`src/rtl/ckdiv_pkg.sv`:
```
package ckdiv_pkg;

    localparam int SEL_W     = 4;
    localparam int REG_W     = 16;
    localparam int FIELD_CNT = 2;
    localparam logic [SEL_W-1:0] TICK_CODE = 4'hF;

    typedef enum logic [1:0] {
        SRC_DIV,
        SRC_TICK,
        SRC_BAD
    } src_e;

    typedef struct packed {
        logic [SEL_W-1:0] sel1;
        logic [SEL_W-1:0] sel0;
    } cfg_t;

    localparam int CFG_W = $bits(cfg_t);

    function automatic src_e classify(input logic [SEL_W-1:0] code, input int stages);
        if (int'(code) < stages)
            return SRC_DIV;
        else if (code == TICK_CODE)
            return SRC_TICK;
        else
            return SRC_BAD;
    endfunction

    function automatic logic cfg_clean(input cfg_t c, input int stages);
        return (classify(c.sel0, stages) != SRC_BAD) && (classify(c.sel1, stages) != SRC_BAD);
    endfunction

endpackage

```
`src/rtl/ckdiv_prescaler.sv`:
```
module ckdiv_prescaler #(
    parameter int STAGES = 12
) (
    input  logic              clk,
    input  logic              rst,
    input  logic              run,
    output logic [STAGES-1:0] cnt
);

    always_ff @(posedge clk) begin
        if (rst || !run)
            cnt <= '0;
        else
            cnt <= cnt + 1'b1;
    end

    AST_CNT_CLEAR: assert property (@(posedge clk) disable iff (rst)
        !run |=> (cnt == '0)) else $error("prescaler not cleared");

    AST_CNT_STEP: assert property (@(posedge clk) disable iff (rst)
        run |=> (cnt == STAGES'($past(cnt) + 1'b1))) else $error("prescaler step");

endmodule

```
`src/rtl/ckdiv_cfg.sv`:
```
module ckdiv_cfg
    import ckdiv_pkg::*;
#(
    parameter int STAGES = 12,
    parameter int SETTLE = 4
) (
    input  logic             clk,
    input  logic             rst,
    input  logic             run,
    input  logic             chan_idle,
    input  logic             wr_en,
    input  logic [REG_W-1:0] wr_data,
    output cfg_t             cfg,
    output logic             err
);

    localparam int SW = $clog2(SETTLE + 1);
    localparam logic [SW-1:0] SETTLE_V = SW'(SETTLE);

    logic [SW-1:0] settle;
    logic          settled;
    logic          accept;
    cfg_t          wr_cfg;
    logic          rsvd_set;

    assign settled  = (settle == SETTLE_V);
    assign accept   = wr_en && run && chan_idle && settled;
    assign wr_cfg   = cfg_t'(wr_data[CFG_W-1:0]);
    assign rsvd_set = |wr_data[REG_W-1:CFG_W];

    always_ff @(posedge clk) begin
        if (rst) begin
            settle <= '0;
            cfg    <= '0;
            err    <= 1'b0;
        end else begin
            if (!run)
                settle <= '0;
            else if (!settled)
                settle <= settle + 1'b1;

            if (accept) begin
                cfg <= wr_cfg;
                err <= rsvd_set || !cfg_clean(wr_cfg, STAGES);
            end else if (wr_en) begin
                err <= 1'b1;
            end
        end
    end

    AST_EARLY_WRITE_DROPPED: assert property (@(posedge clk) disable iff (rst)
        (wr_en && !settled) |=> ($stable(cfg) && err)) else $error("early write taken");

    AST_BUSY_WRITE_DROPPED: assert property (@(posedge clk) disable iff (rst)
        (wr_en && !chan_idle) |=> ($stable(cfg) && err)) else $error("busy write taken");

    AST_LEGAL_CLEARS: assert property (@(posedge clk) disable iff (rst)
        (wr_en && run && chan_idle && settled && !rsvd_set && cfg_clean(wr_cfg, STAGES))
        |=> !err) else $error("legal write kept error");

    AST_NO_WRITE_HOLDS: assert property (@(posedge clk) disable iff (rst)
        !wr_en |=> ($stable(cfg) && (err || !$past(err)))) else $error("config drift");

endmodule

```
`src/rtl/ckdiv_select.sv`:
```
module ckdiv_select
    import ckdiv_pkg::*;
#(
    parameter int STAGES = 12
) (
    input  logic              clk,
    input  logic              rst,
    input  logic              run,
    input  logic [SEL_W-1:0]  code,
    input  logic [STAGES-1:0] cnt,
    input  logic              tick,
    output logic              cke
);

    src_e              src;
    logic [STAGES-1:0] mask;
    logic              hit;

    assign src  = classify(code, STAGES);
    assign mask = (src == SRC_DIV) ? ((STAGES'(1) << code) - STAGES'(1)) : '0;
    assign hit  = ((cnt & mask) == mask);

    always_comb begin
        unique case (src)
            SRC_DIV:  cke = run && hit;
            SRC_TICK: cke = run && tick;
            default:  cke = 1'b0;
        endcase
    end

    AST_BAD_SILENT: assert property (@(posedge clk) disable iff (rst)
        (src == SRC_BAD) |-> !cke) else $error("prohibited code active");

    AST_IDLE_LOW: assert property (@(posedge clk) disable iff (rst)
        !run |-> !cke) else $error("enable while unit off");

    AST_SINGLE_PULSE: assert property (@(posedge clk) disable iff (rst)
        (cke && src == SRC_DIV && code != '0) |=> (!cke || code != $past(code)))
        else $error("pulse wider than one cycle");

endmodule

```
`src/rtl/ckdiv_pair.sv`:
```
module ckdiv_pair
    import ckdiv_pkg::*;
#(
    parameter int STAGES   = 12,
    parameter int SETTLE   = 4,
    parameter int UNIT_SEL = 0
) (
    input  logic        clk,
    input  logic        rst,
    input  logic        unit_en,
    input  logic        chan_idle,
    input  logic        tick_a,
    input  logic        tick_b,
    input  logic        wr_en,
    input  logic [15:0] wr_data,
    output logic [15:0] rd_data,
    output logic        cke0,
    output logic        cke1,
    output logic        cfg_err
);

    logic [STAGES-1:0]          cnt;
    cfg_t                       cfg;
    logic                       tick;
    logic [FIELD_CNT-1:0][SEL_W-1:0] codes;
    logic [FIELD_CNT-1:0]       cke;

    generate
        if (UNIT_SEL == 0) begin : g_tick_a
            assign tick = tick_a;
        end else begin : g_tick_b
            assign tick = tick_b;
        end
    endgenerate

    ckdiv_prescaler #(.STAGES(STAGES)) u_pre (
        .clk (clk),
        .rst (rst),
        .run (unit_en),
        .cnt (cnt)
    );

    ckdiv_cfg #(.STAGES(STAGES), .SETTLE(SETTLE)) u_cfg (
        .clk       (clk),
        .rst       (rst),
        .run       (unit_en),
        .chan_idle (chan_idle),
        .wr_en     (wr_en),
        .wr_data   (wr_data),
        .cfg       (cfg),
        .err       (cfg_err)
    );

    assign codes[0] = cfg.sel0;
    assign codes[1] = cfg.sel1;

    generate
        for (genvar i = 0; i < FIELD_CNT; i++) begin : g_sel
            ckdiv_select #(.STAGES(STAGES)) u_sel (
                .clk  (clk),
                .rst  (rst),
                .run  (unit_en),
                .code (codes[i]),
                .cnt  (cnt),
                .tick (tick),
                .cke  (cke[i])
            );
        end
    endgenerate

    assign cke0    = cke[0];
    assign cke1    = cke[1];
    assign rd_data = {{(REG_W-CFG_W){1'b0}}, cfg};

endmodule

```
`config.mk`:
```
export PLATFORM = sky130hd
export DESIGN_NAME = ckdiv_pair
export DESIGN_NICKNAME = d
export VERILOG_FILES = /design/src/rtl/ckdiv_pkg.sv /design/src/rtl/ckdiv_prescaler.sv /design/src/rtl/ckdiv_cfg.sv /design/src/rtl/ckdiv_select.sv /design/src/rtl/ckdiv_pair.sv
export SDC_FILE = /design/constraint.sdc
export NUM_CORES = 1
export LEC_CHECK = 0
export BUFFER_PORTS_ARGS = -buffer_cell sky130_fd_sc_hd__buf_2
export CAP_MARGIN = 20
export CORE_UTILIZATION = 48
export CTS_CLUSTER_DIAMETER = 200
export CTS_CLUSTER_SIZE = 30
export DETAILED_ROUTE_END_ITERATION = 10
export PLACE_DENSITY = 0.76
export SLEW_MARGIN = 0
export SYNTH_ARGS = -nofsm -noshare
export SYNTH_HDL_FRONTEND = slang
export SYNTH_HIERARCHICAL = 1
export SYNTH_SLANG_ARGS = --single-unit
```
`constraint.sdc`:
```
create_clock -name clk -period 2.64 [get_ports clk]
set_input_delay 0.528 -clock clk [delete_from_list [all_inputs] [get_ports clk]]
set_output_delay 0.528 -clock clk [all_outputs]
set_load 0.01 [all_outputs]
```
# --- Yosys cells after proc, flatten, opt, wreduce, memory -nomap -nowiden ---
# Index checks and enable logic that the tools add are counted.
op_classes:
  n_addsub: 4
  magnitude_cmp: 4
  eq_ne: 11
  shifts: 2
  muxes: 18
  bitwise: 3
  reduce_logical: 16
op_table:
  columns: ["cell", "n"]
  rows:
  - ["bitwise AND 12 bit", 2]
  - ["== test 12 bit", 2]
  - ["2-to-1 mux 12 bit", 2]
  - ["2-to-1 mux 2 bit", 12]
  - ["<< shifter 1 x 4 -> 12 bit (first input constant)", 2]
  - ["subtractor 12 x 1 -> 12 bit (second input constant)", 2]
  - ["== test 4 bit (second input constant)", 4]
  - ["less-than comparator 4 bit (second input constant)", 4]
  - ["adder 12 x 1 -> 12 bit (second input constant)", 1]
  - ["OR reduction 8 bit", 1]
  - ["logical AND 1 bit", 7]
  - ["== test 2 x 1 -> 1 bit (second input constant)", 2]
  - ["zero test 2 bit", 2]
  - ["!= test 2 bit (second input constant)", 2]
  - ["one-hot mux 1 bit (2 select lines)", 2]
  - ["adder 3 x 1 -> 3 bit (second input constant)", 1]
  - ["== test 3 bit (second input constant)", 1]
  - ["zero test 1 bit", 2]
  - ["logical OR 1 bit", 2]
  - ["2-to-1 mux 1 bit", 2]
  - ["nonzero test 2 bit", 1]
  - ["OR reduction 2 bit", 1]
  - ["NOT 1 bit", 1]
word_totals:
  regBits: 24
  in_bits: 23
  out_inout_bits: 19
  elab_cells: 63

# --- Logic depth before layout (Yosys ltp) ---
depth:
  depth_word: 10
  depth_mapped: 10
  depth_no_buf: 8

# --- Cells and area by module ---
# The synthesis kept the hierarchy.
modules_own_cells:
  columns: ["mod", "instances", "cells_each", "area_per_inst_um2", "seq_area_each_um2"]
  rows:
  - ["ckdiv_select", 2, 43, 287.8, 0.0]
  - ["ckdiv_prescaler", 1, 59, 525.5, 240.2]
  - ["ckdiv_cfg", 1, 56, 523.0, 240.2]
  - ["ckdiv_pair", 1, 9, 63.8, 0.0]

# --- Least setup slack after synthesis ---
# OpenSTA, ideal clock, no wires.
synth_timing:
  kind: "register to output"
  start: "register u_cfg/cfg[2] (netlist name)"
  end: "output cke0"
  arrival_time_ns: 2.256
  t_required_ns: 2.112
  path_slack_ns: -0.144
  path_stages_with_launch: 11
  n_path_buf: 2
  cell_sequence: "dfxtp_1 > buf_6 > or2_4 > or3_4 > ha_1 > clkbuf_1 > or3_1 > a211oi_1 > a21oi_1 > o221ai_2 > a221oi_2"
synth_via:
  elab_chain_len: 9
  elab_cells_between_ends: 13
  cone_classes: "add/sub: 1; order compare: 1; eq/ne: 3; shift: 1; mux: 4; bitwise: 1; reduce/logical: 2"
synth_rtl:
  columns: ["element", "line", "rtl"]
  rows:
  - ["branches (longest 8 deep; another with subtractor 12 x 1 -> 12 bit)", null, null]
  - ["one-hot mux 1 bit (2 select lines) *", "ckdiv_select.sv:24", "unique case (src)"]
  - ["end, declared", "ckdiv_pair.sv:17", "output logic cke0,"]
# Mark *: on every way between the ends.

# --- Final worst setup path ---
layout_timing:
  start: "register u_cfg/cfg[6] (netlist name)"
  end: "output cke1"
layout_via:
  elab_chain_len: 9
  elab_cells_between_ends: 13
  cone_classes: "add/sub: 1; order compare: 1; eq/ne: 3; shift: 1; mux: 4; bitwise: 1; reduce/logical: 2"
layout_rtl:
  columns: ["element", "line", "rtl"]
  rows:
  - ["branches (longest 8 deep; another with subtractor 12 x 1 -> 12 bit)", null, null]
  - ["one-hot mux 1 bit (2 select lines) *", "ckdiv_select.sv:24", null]
  - ["end, declared", "ckdiv_pair.sv:18", "output logic cke1,"]
# Marked as above.

==> key figures <==
STA
  – Final TNS setup: -674.1 ps
  – Max Fclk: approximately 330 MHz
  – Slew Limit Fails: 0
  – Part of the cycle the worst path needs: 1.131
  – Fin. Hold Viols: 0
  – RSZ-0062 raised after global routing: yes
  – Worst clock skew: slightly below 6 ps
  – Fin crit period: roughly 3000 ps
  – Slew @ Worst Pin: about 500 ps
  – Setup slack after layout: -346.1 ps
  – Setup violators final: 2
  – Slew headroom: 0.6663

Place
  – HPWL Detailed: about 2800 µm
  – Inst Count DP: 282
  – GPL Wtd Cong: about 0.83
  – Port bufs: 32

Run status
  – Failing checks: setup timing
  – Status: complete, but fails checks

Yosys
  – Syn Inst Count: 204
  – Yosys warnings: 6
  – Avg Cell Area, Syn: 8.029 µm²
  – Synth Cell Area: about 1600 µm²

Worst setup path
  – Reg2reg path depth: 4
  – Arrival @ worst endpoint: 2460 ps
  – R2R Setup Slk: 1000 ps
  – Crit start category: register
  – Slowest CP cell: or3_4
  – Crit-path max FO: 9
  – WP buf/inv: 1
  – Worst-path cell chain: or2_4, or3_4, ha_4, or3_1, a211oi_2, a21oi_1, o221ai_2, a221oi_2, buf_2
  – Cell family with most CP delay: simple AND/OR/NAND/NOR gates
  – Worst R2R Start: u_pre/cnt[0]
  – Setup Crit Path Kind: reg -> out
  – Capture point of the worst reg-to-reg path: u_pre/cnt[8]
  – Peak per-stage delay on the critical path: between 300 and 400 ps
  – CP Capture Type: output port
  – WP data required: approximately 2100 ps

Final layout
  – Syn-to-layout area delta: 17.88%
  – Layout cells sized above 1: 0.3182
  – Diodes inserted: 0
  – Fin util: 0.6123
  – Nets: between 200 and 300
  – Non-filler cells, final: approximately 290

Routing
  – DRT Wirelength: roughly 3800 µm
  – Via Count: ~1,600
  – First DRT Iteration DRCs: roughly 100
  – Routed Antenna Nets: 0
  – Drt first pass iters: 7
  – Routed WL per cell: about 13 µm
  – Remaining routing DRC violations: 0
  – Vias per cell: ~5.5

GRT
  – Largest net degree at the start of global routing: 14
  – Grt met2 use: 0.3721
  – Met1 usage: 0.3176
  – Overflow after GRT: 0
  – Initial antenna violation count: 0
  – Met3 Usage GRT: 0.04691
  – Vias in the first global route: around 1,500
  – GRT Resource Usage Total: 0.2320
  – Busiest grt layer: met2
  – First-pass GRT wire length: between 6000 and 7000 µm

Pwr
  – Sw Ratio: 0.2500
  – Clock power frac: 0.288
  – Total power draw: approximately 0.58 mW
  – Internal power: between 0.4 and 0.5 mW
  – PD cells: approximately 300 nW/µm²
  – Switching Power: around 0.14 mW
  – Max rail drop VDD: between 0.2 and 0.3 mV
  – Leakage: about 0.84 nW
  – Register share of total power: 0.619
  – Combinational power share: 0.093

Die
  – Die Area: between 3000 and 4000 µm²
  – Die height: between 60 and 70 µm
  – Core area: between 3000 and 4000 µm²
  – Initial core utilization: 0.5194
  – Die Wd: 60.42 µm
  – Row count: 20
  – Ports: 42

Clock tree
  – H-tree levels: 1
  – Clock network latency to the later pin of the worst-skew pair: 310 ps
  – Post-CTS setup buffers: 0
  – Clk buf depth: 2
  – Clock transition at path regs: approximately 130 ps
  – CTS tree: yes
  – CTS Buf Count: 3
  – Clock sink count: 23
  – Clk root buf: clkbuf_4

Worst hold path
  – Hold EP: u_cfg/cfg[5]
  – Min-delay src: wr_data[5]
  – Hold Crit Class: in -> reg
  – Hold path depth: 3

Flow run
  – Maxcap violations: 0
==> worst reg2reg max path, stage by stage (launching register included) <==
cell	delay (ps)
dfxtp_1	470
ha_1	270
nand4_2	180
or3_2	480
a21oi_1	170
==> power by group through the flow <==
stage	Clock, mW	Combinational, mW	Sequential (mW)
2_1_floorplan	0	0.0359	0.363
3_3_place_gp	0	0.0525	0.363
3_5_place_dp	0	0.0533	0.364
4_1_cts	0.174	0.0534	0.356
5_1_grt	0.186	0.0610	0.357
6_report	0.166	0.0537	0.356
==> routing by layer <==
| layer | share of wire | wire (µm) |
|---|---|---|
| met5 | 0 | 0 |
| met4 | 0.012 | 46 |
| met3 | 0.059 | 222 |
| met1 | 0.46 | 1758 |
| met2 | 0.47 | 1766 |
==> final cells by class <==
| cell class | count | area (µm²) |
|---|---|---|
| clock inverter | 1 | 5.005 |
| inverter | 15 | 56.30 |
| clock buffer | 3 | 22.52 |
| multi-input combinational | 154 | 1064 |
| timing repair buffer | 46 | 265.3 |
| tap | 44 | 55.05 |
| fill | 306 | 1222 |
| sequential | 23 | 462.9 |
==> worst max-delay path by stage <==
| stage | startpoint | to | slack [ps] | depth (start not counted) |
|---|---|---|---|---|
| 2_1_floorplan | u_cfg/cfg[2] | cke0 | -30 | 10 |
| 3_3_place_gp | u_cfg/cfg[6] | cke1 | 5 | 9 |
| 3_5_place_dp | u_cfg/cfg[6] | cke1 | -20 | 9 |
| 4_1_cts | u_cfg/cfg[6] | cke1 | -360 | 9 |
| 5_1_grt | u_cfg/cfg[6] | cke1 | -450 | 9 |
| 6_report | u_cfg/cfg[6] | cke1 | -350 | 9 |
==> stage by stage <==
step	instance area [µm²]	setup slack, ps	hold slack (ps)
after floorplan	1702	-33.87	459.9
final	1931	-346.1	448.0
after detailed placement	1873	-15.25	490.7
after global routing	1931	-450.6	426.6
after global placement	1873	5.054	484.1
after CTS	1921	-361.5	440.0
==> registers in the layout (all words and copies together), names as in the netlist <==
name	flops
u_cfg/settle	3
u_cfg/err	1
u_cfg/cfg	8
u_pre/cnt	11
==> placed cells by master (no fill, tap or decap), types with 2 or more instances in the layout <==
master    instances
buf_4            14
nor3_1            7
dfxtp_2           2
ha_4              2
nor2_1           24
a21oi_1          13
conb_1            8
o311ai_1          2
or3_2             4
o32a_1            2
buf_2            32
a21o_1            2
dfxtp_1          21
o221ai_2          2
ha_1              3
mux2i_1           8
o31ai_1           2
a211oi_2          2
a31oi_1           2
nand4_1           2
a222oi_1          2
nand3_1           7
or2_4             2
or3_4             3
xnor2_1           5
nand2b_1          2
maj3_1            2
o21ai_0          13
o22ai_1           2
a221oi_2          4
inv_1            15
clkbuf_4          3
or4_1             2
nand2_1          11
==> what timing repair did <==
item / in CTS / in global routing
resized for setup: 2 / 4
hold buffers: 0 / 0
endpoints found under the setup margin: 2 / 2
cloned: 0 / 0
(Power assumes the default switching activity.)
